## config.mk

```make
export PLATFORM = sky130hd
export DESIGN_NAME = f2h_convert
export DESIGN_NICKNAME = d
export VERILOG_FILES = /design/src/rtl/f2h_pkg.sv /design/src/rtl/f2h_classify.sv /design/src/rtl/f2h_align.sv /design/src/rtl/f2h_round_inc.sv /design/src/rtl/f2h_convert.sv
export SDC_FILE = /design/constraint.sdc
export NUM_CORES = 1
export LEC_CHECK = 0
export ABC_AREA = 1
export BUFFER_PORTS_ARGS = -buffer_cell sky130_fd_sc_hd__buf_2
export CORE_MARGIN = 8
export CORE_UTILIZATION = 25
export DETAILED_ROUTE_END_ITERATION = 6
export GPL_TIMING_DRIVEN = 0
export SYNTH_ARGS = -nofsm -noshare
export SYNTH_HDL_FRONTEND = slang
export SYNTH_HIERARCHICAL = 1
export SYNTH_SLANG_ARGS = --single-unit
```

## constraint.sdc

```tcl
create_clock -name clk -period 0.8 [get_ports clk]
set_input_delay 0.04 -clock clk [delete_from_list [all_inputs] [get_ports clk]]
set_output_delay 0.04 -clock clk [all_outputs]
set_load 0.01 [all_outputs]
```

## src/rtl/f2h_pkg.sv

```systemverilog
package f2h_pkg;

   typedef enum logic [1:0] {
      RND_NEAR_EVEN = 2'b00,
      RND_TO_ZERO   = 2'b01,
      RND_UP        = 2'b10,
      RND_DOWN      = 2'b11
   } rnd_mode_e;

   typedef enum logic [2:0] {
      CLS_NAN  = 3'd0,
      CLS_INF  = 3'd1,
      CLS_OVF  = 3'd2,
      CLS_NORM = 3'd3,
      CLS_SUB  = 3'd4,
      CLS_TINY = 3'd5
   } val_class_e;

endpackage

```

## src/rtl/f2h_classify.sv

```systemverilog
module f2h_classify
   import f2h_pkg::*;
#(
   parameter int SRC_EXP_W  = 8,
   parameter int SRC_FRAC_W = 23,
   parameter int DST_EXP_W  = 5,
   parameter int DST_FRAC_W = 10
) (
   input  logic [SRC_EXP_W+SRC_FRAC_W-1:0] mag,
   output val_class_e                      cls,
   output logic                            nonzero
);
   localparam int SRC_BIAS   = (1 << (SRC_EXP_W - 1)) - 1;
   localparam int DST_BIAS   = (1 << (DST_EXP_W - 1)) - 1;
   localparam int NORM_MIN_E = SRC_BIAS - DST_BIAS + 1;
   localparam int OVF_E      = SRC_BIAS + DST_BIAS + 1;
   localparam int SUB_MIN_E  = NORM_MIN_E - DST_FRAC_W - 1;

   localparam logic [SRC_EXP_W-1:0] OVF_V  = SRC_EXP_W'(OVF_E);
   localparam logic [SRC_EXP_W-1:0] NORM_V = SRC_EXP_W'(NORM_MIN_E);
   localparam logic [SRC_EXP_W-1:0] SUB_V  = SRC_EXP_W'(SUB_MIN_E);

   logic [SRC_EXP_W-1:0]  exp_f;
   logic [SRC_FRAC_W-1:0] frac_f;

   assign exp_f   = mag[SRC_EXP_W+SRC_FRAC_W-1:SRC_FRAC_W];
   assign frac_f  = mag[SRC_FRAC_W-1:0];
   assign nonzero = |mag;

   always_comb begin
      if (&exp_f)
         cls = (|frac_f) ? CLS_NAN : CLS_INF;
      else if (exp_f >= OVF_V)
         cls = CLS_OVF;
      else if (exp_f >= NORM_V)
         cls = CLS_NORM;
      else if (exp_f >= SUB_V)
         cls = CLS_SUB;
      else
         cls = CLS_TINY;
   end
endmodule

```

## src/rtl/f2h_align.sv

```systemverilog
module f2h_align #(
   parameter int SRC_EXP_W  = 8,
   parameter int SRC_FRAC_W = 23,
   parameter int DST_EXP_W  = 5,
   parameter int DST_FRAC_W = 10
) (
   input  logic [SRC_EXP_W+SRC_FRAC_W-1:0] mag,
   input  logic                            is_norm,
   output logic [DST_EXP_W+DST_FRAC_W-1:0] trunc_val,
   output logic                            guard,
   output logic                            sticky
);
   localparam int SRC_BIAS   = (1 << (SRC_EXP_W - 1)) - 1;
   localparam int DST_BIAS   = (1 << (DST_EXP_W - 1)) - 1;
   localparam int NORM_MIN_E = SRC_BIAS - DST_BIAS + 1;
   localparam int DROP_W     = SRC_FRAC_W - DST_FRAC_W;
   localparam int MAG_W      = DST_EXP_W + DST_FRAC_W;
   localparam int SIG_W      = SRC_FRAC_W + 2;
   localparam int IW         = $clog2(SRC_FRAC_W + 2);
   localparam int SUB_K      = DROP_W - 1 + NORM_MIN_E;
   localparam logic [IW-1:0] SUB_K_V = IW'(SUB_K % (1 << IW));
   localparam logic [SRC_EXP_W-1:0] EXP_OFS = SRC_EXP_W'(NORM_MIN_E - 1);

   logic [SRC_EXP_W-1:0]  exp_f;
   logic [SRC_FRAC_W-1:0] frac_f;

   assign exp_f  = mag[SRC_EXP_W+SRC_FRAC_W-1:SRC_FRAC_W];
   assign frac_f = mag[SRC_FRAC_W-1:0];

   // normal path: rebias exponent, keep the top fraction bits
   logic [SRC_EXP_W-1:0] rebias;
   logic [MAG_W-1:0]     val_n;
   logic                 guard_n, sticky_n;

   assign rebias   = exp_f - EXP_OFS;
   assign val_n    = {rebias[DST_EXP_W-1:0], frac_f[SRC_FRAC_W-1 -: DST_FRAC_W]};
   assign guard_n  = frac_f[DROP_W-1];
   assign sticky_n = |frac_f[DROP_W-2:0];

   // subnormal path: shift the full significand right by a variable amount
   logic [SIG_W-1:0] sig_ext;
   logic [IW-1:0]    gpos;
   logic [IW:0]      shamt;
   logic [SIG_W-1:0] shifted;
   logic [SIG_W-1:0] low_mask;
   logic [MAG_W-1:0] val_s;
   logic             guard_s, sticky_s;

   assign sig_ext = {1'b0, 1'b1, frac_f};
   assign gpos    = SUB_K_V - exp_f[IW-1:0];
   assign shamt   = {1'b0, gpos} + (IW+1)'(1);

   always_comb begin
      shifted  = sig_ext >> shamt;
      low_mask = SIG_W'(1) << gpos;
      low_mask = low_mask - SIG_W'(1);
   end

   assign val_s    = shifted[MAG_W-1:0];
   assign guard_s  = sig_ext[gpos];
   assign sticky_s = |(sig_ext & low_mask);

   assign trunc_val = is_norm ? val_n    : val_s;
   assign guard     = is_norm ? guard_n  : guard_s;
   assign sticky    = is_norm ? sticky_n : sticky_s;
endmodule

```

## src/rtl/f2h_round_inc.sv

```systemverilog
module f2h_round_inc
   import f2h_pkg::*;
#(
   parameter int MAG_W = 15
) (
   input  logic [MAG_W-1:0] trunc_val,
   input  logic             guard,
   input  logic             sticky,
   input  logic             sign,
   input  rnd_mode_e        mode,
   output logic [MAG_W-1:0] rounded
);
   logic inc;

   always_comb begin
      unique case (mode)
         RND_NEAR_EVEN: inc = guard & (sticky | trunc_val[0]);
         RND_TO_ZERO:   inc = 1'b0;
         RND_UP:        inc = ~sign & (guard | sticky);
         RND_DOWN:      inc = sign & (guard | sticky);
         default:       inc = 1'b0;
      endcase
   end

   assign rounded = trunc_val + MAG_W'(inc);
endmodule

```

## src/rtl/f2h_convert.sv

```systemverilog
module f2h_convert
   import f2h_pkg::*;
#(
   parameter int SRC_EXP_W  = 8,
   parameter int SRC_FRAC_W = 23,
   parameter int DST_EXP_W  = 5,
   parameter int DST_FRAC_W = 10,
   parameter bit OUT_REG    = 1'b1,
   localparam int SRC_W     = 1 + SRC_EXP_W + SRC_FRAC_W,
   localparam int DST_W     = 1 + DST_EXP_W + DST_FRAC_W
) (
   input  logic             clk,
   input  logic             rst_n,
   input  logic             in_valid,
   input  logic [SRC_W-1:0] in_operand,
   input  logic [1:0]       in_mode,
   output logic             out_valid,
   output logic [DST_W-1:0] out_result
);
   localparam int MAG_W = DST_W - 1;
   localparam logic [MAG_W-1:0] HALF_INF  = {{DST_EXP_W{1'b1}}, {DST_FRAC_W{1'b0}}};
   localparam logic [MAG_W-1:0] HALF_QNAN = {{DST_EXP_W{1'b1}}, 1'b1, {(DST_FRAC_W-1){1'b0}}};
   localparam logic [MAG_W-1:0] HALF_MAXF = {{(DST_EXP_W-1){1'b1}}, 1'b0, {DST_FRAC_W{1'b1}}};
   localparam logic [MAG_W-1:0] HALF_MIN  = MAG_W'(1);

   // elaboration-time parameter checks
   generate
      if (SRC_EXP_W <= DST_EXP_W) begin : g_bad_exp
         $error("source exponent must be wider than destination exponent");
      end
      if (SRC_FRAC_W < DST_FRAC_W + 2) begin : g_bad_frac
         $error("source fraction needs at least two bits beyond destination fraction");
      end
      if (DST_FRAC_W < 2) begin : g_bad_dfrac
         $error("destination fraction too narrow");
      end
   endgenerate

   logic                           sign;
   logic [SRC_EXP_W+SRC_FRAC_W-1:0] mag;
   rnd_mode_e                      mode;
   val_class_e                     cls;
   logic                           nonzero;
   logic [MAG_W-1:0]               trunc_val, rounded;
   logic                           guard, sticky;
   logic [MAG_W-1:0]               res_mag;
   logic [DST_W-1:0]               res;

   assign sign = in_operand[SRC_W-1];
   assign mag  = in_operand[SRC_W-2:0];
   assign mode = rnd_mode_e'(in_mode);

   f2h_classify #(
      .SRC_EXP_W (SRC_EXP_W),  .SRC_FRAC_W(SRC_FRAC_W),
      .DST_EXP_W (DST_EXP_W),  .DST_FRAC_W(DST_FRAC_W)
   ) i_classify (
      .mag     (mag),
      .cls     (cls),
      .nonzero (nonzero)
   );

   f2h_align #(
      .SRC_EXP_W (SRC_EXP_W),  .SRC_FRAC_W(SRC_FRAC_W),
      .DST_EXP_W (DST_EXP_W),  .DST_FRAC_W(DST_FRAC_W)
   ) i_align (
      .mag       (mag),
      .is_norm   (cls == CLS_NORM),
      .trunc_val (trunc_val),
      .guard     (guard),
      .sticky    (sticky)
   );

   f2h_round_inc #(.MAG_W(MAG_W)) i_round (
      .trunc_val (trunc_val),
      .guard     (guard),
      .sticky    (sticky),
      .sign      (sign),
      .mode      (mode),
      .rounded   (rounded)
   );

   logic [MAG_W-1:0] ovf_mag;
   logic             tiny_bump;

   always_comb begin
      unique case (mode)
         RND_NEAR_EVEN: ovf_mag = HALF_INF;
         RND_TO_ZERO:   ovf_mag = HALF_MAXF;
         RND_UP:        ovf_mag = sign ? HALF_MAXF : HALF_INF;
         RND_DOWN:      ovf_mag = sign ? HALF_INF : HALF_MAXF;
         default:       ovf_mag = HALF_INF;
      endcase
   end

   assign tiny_bump = nonzero & (((mode == RND_UP) & ~sign) | ((mode == RND_DOWN) & sign));

   always_comb begin
      unique case (cls)
         CLS_NAN:  res_mag = HALF_QNAN;
         CLS_INF:  res_mag = HALF_INF;
         CLS_OVF:  res_mag = ovf_mag;
         CLS_NORM: res_mag = rounded;
         CLS_SUB:  res_mag = rounded;
         default:  res_mag = tiny_bump ? HALF_MIN : '0;
      endcase
   end

   assign res = {sign, res_mag};

   generate
      if (OUT_REG) begin : g_reg
         logic             vld_q;
         logic [DST_W-1:0] res_q;
         always_ff @(posedge clk or negedge rst_n) begin
            if (!rst_n) begin
               vld_q <= 1'b0;
               res_q <= '0;
            end else begin
               vld_q <= in_valid;
               if (in_valid) res_q <= res;
            end
         end
         assign out_valid  = vld_q;
         assign out_result = res_q;
      end else begin : g_comb
         assign out_valid  = in_valid;
         assign out_result = res;
      end
   endgenerate
endmodule

```

# Word-level counts from Yosys, hierarchy flattened
# Index checks and enable logic that the tools add are counted.
# Widths: inputs -> output; s select.
[word_totals]
ff_bits = 17
input_bits = 37
out_inout_bits = 17
[op_classes]
n_addsub = 5
n_lt_le_gt_ge = 4
eq_ne = 7
shift = 2
mux = 16
n_bitwise = 11
n_reduce_logical = 8
[ops]
columns = ["operator", "n"]
rows = [
  ["$pmux 15 s4", 2],
  ["$reduce_or 31->1", 1],
  ["$and 24x25->25", 1],
  ["$reduce_or 25->1", 1],
  ["$shl 1x5->25 const A", 1],
  ["$sub 25x1->25 const B", 1],
  ["$shr 24x6->15", 1],
  ["$reduce_or 23->1", 1],
  ["$mux 11", 2],
  ["$ge 8x7->1 const B", 2],
  ["$add 15x1->15", 1],
  ["$mux 15", 1],
  ["$reduce_or 12->1", 1],
  ["$mux 3", 3],
  ["$ge 8x8->1 const B", 1],
  ["$reduce_and 8->1", 1],
  ["$add 5x1->6 const B", 1],
  ["$and 1x1->1", 6],
  ["$eq 3x2->1 const B", 2],
  ["$lt 5x6->1 const B", 1],
  ["$mux 1", 6],
  ["$bmux 1 s5", 1],
  ["$sub 5x5->5 const A", 1],
  ["$sub 5x5->5 const B", 1],
  ["10 further kinds", 13],
]

# Longest topological paths before layout
[depth]
ltp_word = 12
ltp_mapped = 35
ltp_nobuf = 35

# Hierarchy
# Netlist, hierarchy kept.
[by_module_without_submodules]
columns = ["mod", "instances", "cells_each", "area_per_inst_um2", "seq_area_each_um2"]
rows = [
  ["f2h_align", 1, 449, 2347.3, 0.0],
  ["f2h_convert", 1, 119, 898.4, 425.4],
  ["f2h_round_inc", 1, 74, 384.1, 0.0],
  ["f2h_classify", 1, 51, 210.2, 0.0],
]

# Least setup slack after synthesis
# OpenSTA, ideal clock, no wires.
[synth_path]
kind = "input-to-reg"
start = "in in_operand[24]"
end = "reg g_reg.res_q[14] (netlist: out_result[14])"
setup_time_ns = 0.135
arrival_time_ns = 3.059
t_required_ns = 0.665
path_slack_ns = -2.395
cell_stages = 33
n_path_buf = 1
path_cell_list = "ha_1 -> inv_1 -> nand2_1 -> nand2_2 -> buf_6 -> nor2_1 -> nand2_1 -> ha_1 -> nand2_1 -> nor2_4 -> nand2_4 -> nor2_4 -> nand2_1 -> nand2_1 -> nand3_1 -> nand2_1 -> nor2_1 -> nand3_1 -> nand2_1 -> inv_1 -> inv_1 -> nand2_1 -> nand2_1 -> a21oi_1 -> ha_1 -> ha_1 -> nand3_2 -> nor2_4 -> nand3_1 -> nand2_1 -> nand2_1 -> a21boi_0 -> o21ai_0"
[synth_via]
elab_chain_len = 12
word_cells_on_any_way = 35
[synth_lines]
columns = ["item", "line", "rtl"]
rows = [
  ["start: declaration", "f2h_convert.sv:15", "input logic [SRC_W-1:0] in_operand,"],
  ["parallel branches: the longest is 6 deep, another holds $sub 25x1->25", "--", ""],
  ["$mux 1 *", "f2h_align.sv:65", "assign sticky = is_norm ? sticky_n : sticky_s;"],
  ["named net sticky", "f2h_convert.sv:45", "logic guard, sticky;"],
  ["$or 1x1->1, on equally long branches", "f2h_round_inc.sv:19, f2h_round_inc.sv:20, f2h_round_inc.sv:17", ""],
  ["$and 1x1->1, on equally long branches", "f2h_round_inc.sv:20, f2h_round_inc.sv:17, f2h_round_inc.sv:19", ""],
  ["$pmux 1 s4 *", "f2h_round_inc.sv:16", "unique case (mode)"],
  ["$add 15x1->15 *", "f2h_round_inc.sv:25", "assign rounded = trunc_val + MAG_W'(inc);"],
  ["named net rounded[14]", "f2h_convert.sv:44", "logic [MAG_W-1:0] trunc_val, rounded;"],
  ["$pmux 15 s4 *", "f2h_convert.sv:98", "unique case (cls)"],
  ["end signal: assignment", "f2h_convert.sv:120", "if (in_valid) res_q <= res;"],
  ["end: declaration", "f2h_convert.sv:113", "logic [DST_W-1:0] res_q;"],
]
# Mark *: on every way through the listed nets, which the timed path passes. The select of a mux whose other input is x is not followed.
# A chain may end at the register's enable or synchronous reset.

# Worst setup path after layout
[layout_path]
start = "in in_operand[25]"
end = "reg g_reg.res_q[10] (netlist: out_result[10])"
[layout_via]
elab_chain_len = 12
word_cells_on_any_way = 34
[layout_lines]
columns = ["item", "line", "rtl"]
rows = [
  ["$ge 8x7->1", "f2h_classify.sv:37", "else if (exp_f >= SUB_V)"],
  ["$mux 1", "f2h_classify.sv:37", ""],
  ["$mux 3", "f2h_classify.sv:35", "else if (exp_f >= NORM_V)"],
  ["$mux 3", "f2h_classify.sv:33", "else if (exp_f >= OVF_V)"],
  ["$mux 3", "f2h_classify.sv:31", "if (&exp_f)"],
  ["$eq 3x2->1", "f2h_convert.sv:67", ".is_norm (cls == CLS_NORM),"],
  ["$mux 1 *", "f2h_align.sv:64", "assign guard = is_norm ? guard_n : guard_s;"],
  ["named net guard", "f2h_convert.sv:45", ""],
  ["$or 1x1->1", "f2h_round_inc.sv:19, f2h_round_inc.sv:20", ""],
  ["$and 1x1->1, on equally long branches", "f2h_round_inc.sv:20, f2h_round_inc.sv:19", ""],
  ["$pmux 1 s4 *", "f2h_round_inc.sv:16", ""],
  ["$add 15x1->15 *", "f2h_round_inc.sv:25", ""],
  ["named net rounded[10]", "f2h_convert.sv:44", ""],
  ["$pmux 15 s4 *", "f2h_convert.sv:98", ""],
]
# Mark *: on every way through the listed nets, which the timed path passes. The rest lies on a longest branch. The select of a mux whose other input is x is not followed.

==> impl_metrics.yaml <==
sta:
  worstMarginPinSlew_ps: 850
  post-route-min-period_ps: 3190
  finalClockSkew_ps: 0
  finalCritPeriodShare: 3.99
  finalHoldViolCount: 0
  fmax_ghz: 0.314
  setup_viol: 23
  max_slew_margin: 0.426
  slew_violations: 0
  setup_ws_ps: -2390
  rsz0062_at_grt: "true"
critical_path:
  required_ps: 940
  cp_top_family: "simple AND/OR/NAND/NOR gates"
  cp.arrival_ps: 3330
  slowest_delay_ps: 390
  crit_chain: "buf_12 > ha_4 > buf_4 > buf_1 > mux2i_1 > a21oi_1 > a21oi_1 > o21ai_0 > nand2_1 > nand2_1 > a21oi_2 > ha_4 > ha_4 > nand3_4 > nor2_4 > nand2_1 > nand2_1 > nand2_1 > nand3_1 > nand3_1 > nand2_1 > nand2_1"
  cp_common_cell: "nand2_1"
  critPathMaxFanout: 10
  worstSetupEndpointType: "flip-flop"
  start_kind: "primary input"
  slowest_stage: "mux2i_1"
  worst-path-buf-inv: 3
  crit_type: "in2reg"
  regToRegSetupSlack_ps: 60
run:
  cap_viol_max_count: 0
global_routing:
  grt_max_degree: 18
  grt_pass1_vias: 4700
  use_met1: 0.193
  top_usage_layer: "met2"
  antenna_found_initial: 0
  grt_util_all_layers: 0.145
  grt.met2_usage: 0.245
  grt_pass1_wl_microns: 24000
  grt_overflow: 0
  grt_use_met3: 0.0248
clock_tree:
  cts.sinks: 17
  insertion_delay_ps: 250
  cts_root_buf: "clkbuf_16"
  cts_tree: "built"
  path_clk_slew_ps: 50
  clock_path_buffers: 2
  cts-htree-levels: 1
  numCtsBuffers: 3
synthesis:
  synth.area.top_cells: "nand2_1, dfrtp_1, nand3_1, nor2_1, o21ai_0"
  synth_edf_count: 0
  ys.flop_type: "dfrtp_1"
  yosysSeqAreaShare: 0.111
  yosys.area.top_type_share: 0.219
  yosysUniqueCellTypes: 51
  synthArstFlopShare: 1.00
  syn-instance-count: 693
  syn_area_sq_mm: 0.00384
  syn_area_per_cell_sq_um: 5.54
  syn_nets: 734
  ys_ff_latch: 17
  yosysTopAreaCell: "nand2_1"
  yosysWarnings: 6
cells_and_area:
  area_growth_pct: 33.9
  fillers: 1683
  fin_util: 0.341
  finalInstanceArea_sq_mm: 0.00514
  final_nets: 837
  n_antenna_cell: 0
  drive_above_1_share: 0.284
floorplan:
  core.rowCount: 45
  die_w_microns: 140
  initial_core_util: 0.254
  die_area_sq_mm: 0.0196
  fp.dieH_microns: 140
  design.core.area_sq_mm: 0.0151
  num_io_pins: 54
detailed_routing:
  dr.pass1.iters: 5
  drt_iter0_markers: 309
  vias_per_cell: 5.06
  vias: 4971
  wl_per_cell_microns: 14.6
  drt_wl_total_microns: 14300
  antenna_left: 0
  route.detailed.drc: 0
pwr:
  p_leak_nw: 2.60
  p_total_mw: 5.63
  cellPowerDensity_mw_per_mm2: 1100
  ir_drop_uv: 688
min_path:
  hold_class: "in2reg"
run_status:
  outcome: "complete, but fails checks"
  violations: "negative setup slack"
place:
  dp_hpwl_microns: 11300
  gp_congestion: 0.943
  io_buffers: 53
  place_area_sq_mm: 0.00441
-- what timing repair did --
item,CTS,global route
hold endpoints to repair,18,0
gates resized for setup,56,26
buffers inserted,30,11
pin swaps,45,21
hold buffers,2,0
cloned,2,0
endpoints found under the setup margin,29,32
-- where the power goes --
part | switching (mW) | internal [mW]
logic | 2.15 | 1.42
registers | 0.0635 | 0.990
clock network | 0.331 | 0.677
-- per-layer routing --
metal | wire, microns | share of wire
met3 | 1000 | 0.070
met4 | 167 | 0.012
met5 | 0 | 0
met2 | 6640 | 0.46
met1 | 6490 | 0.45
-- metrics by stage --
stage,setup WS (ps),std cells,setup TNS (ps),hold WS [ps]
finish,-2390,983,-34090,128
detailed placement,-3090,934,-42930,-22.9
global placement,-3060,934,-42500,-23.7
CTS,-2360,972,-33890,123
floorplan,-2180,693,-30140,-256
global route,-2670,983,-38050,168
-- cell usage after synthesis (9+ instances only) --
master	count
buf_2	10
clkbuf_1	9
inv_1	51
dfrtp_1	17
o211ai_1	9
nand2_2	13
nand4_1	16
o21ai_0	45
nand3_1	71
nand2_4	12
nor2_1	88
mux2i_1	12
a21oi_1	20
nand2_1	224
-- worst min-delay path: stages --
cell     delay [ps]
buf_2           130
inv_1            90
o21ai_1          70
-- flip-flops by register name, indices dropped and copies added, names as in the netlist --
name / cells
out_valid: 1
out_result: 16
-- path summary, 6_finish.rpt --
path                                                  from                    endpoint  cells after the start
min in group asynchronous                            rst_n   out_result[3]$_DFFE_PN0P_                      2
worst max register to register  out_result[12]$_DFFE_PN0P_  out_result[12]$_DFFE_PN0P_                      3
worst max-delay path                        in_operand[25]  out_result[10]$_DFFE_PN0P_                     22
max in group asynchronous                            rst_n  out_result[13]$_DFFE_PN0P_                      2
worst min-delay path                              in_valid  out_result[12]$_DFFE_PN0P_                      3
worst min register to register  out_result[15]$_DFFE_PN0P_  out_result[15]$_DFFE_PN0P_                      2
-- kinds of logic (layout without fill, tap and decap cells) --
family	after synthesis	after routing	share of synthesized area
and+or+nand+nor	463	465	0.571
AOI/OAI and AO/OA	101	101	0.156
buffers and inverters	91	191	0.106
DFF	17	17	0.111
muxes	12	12	0.0313
xor gates and xnor gates	5	5	0.0114
adders and majority gates	4	4	0.0130
-- layout by cell type (no fill, tap or decap), types with 5 or more instances in the layout --
cell type	instances
o211ai_1	9
nand2_1	212
nand3_2	5
dfrtp_1	17
buf_6	5
nand4_1	16
a21oi_1	17
buf_2	56
nand2_2	19
nand3_4	6
o21ai_0	39
clkbuf_1	7
nand3b_1	7
mux2i_1	12
nand3_1	66
o21ai_1	8
nor2_4	15
buf_4	44
inv_1	49
nand2_4	18
nor2_1	73
nor2_2	16
inv_2	6
-- layout make-up --
type	count	area, sq um	area share
well taps	188	235	0.0457
flip-flops and latches	17	425	0.0827
clock buffers	4	78.8	0.0153
repair buffers	96	662	0.129
inverters	60	236	0.0460
multi-input cells	587	3300	0.641
plain buffers	31	206	0.0401
Power figures use the tool's default switching activity.
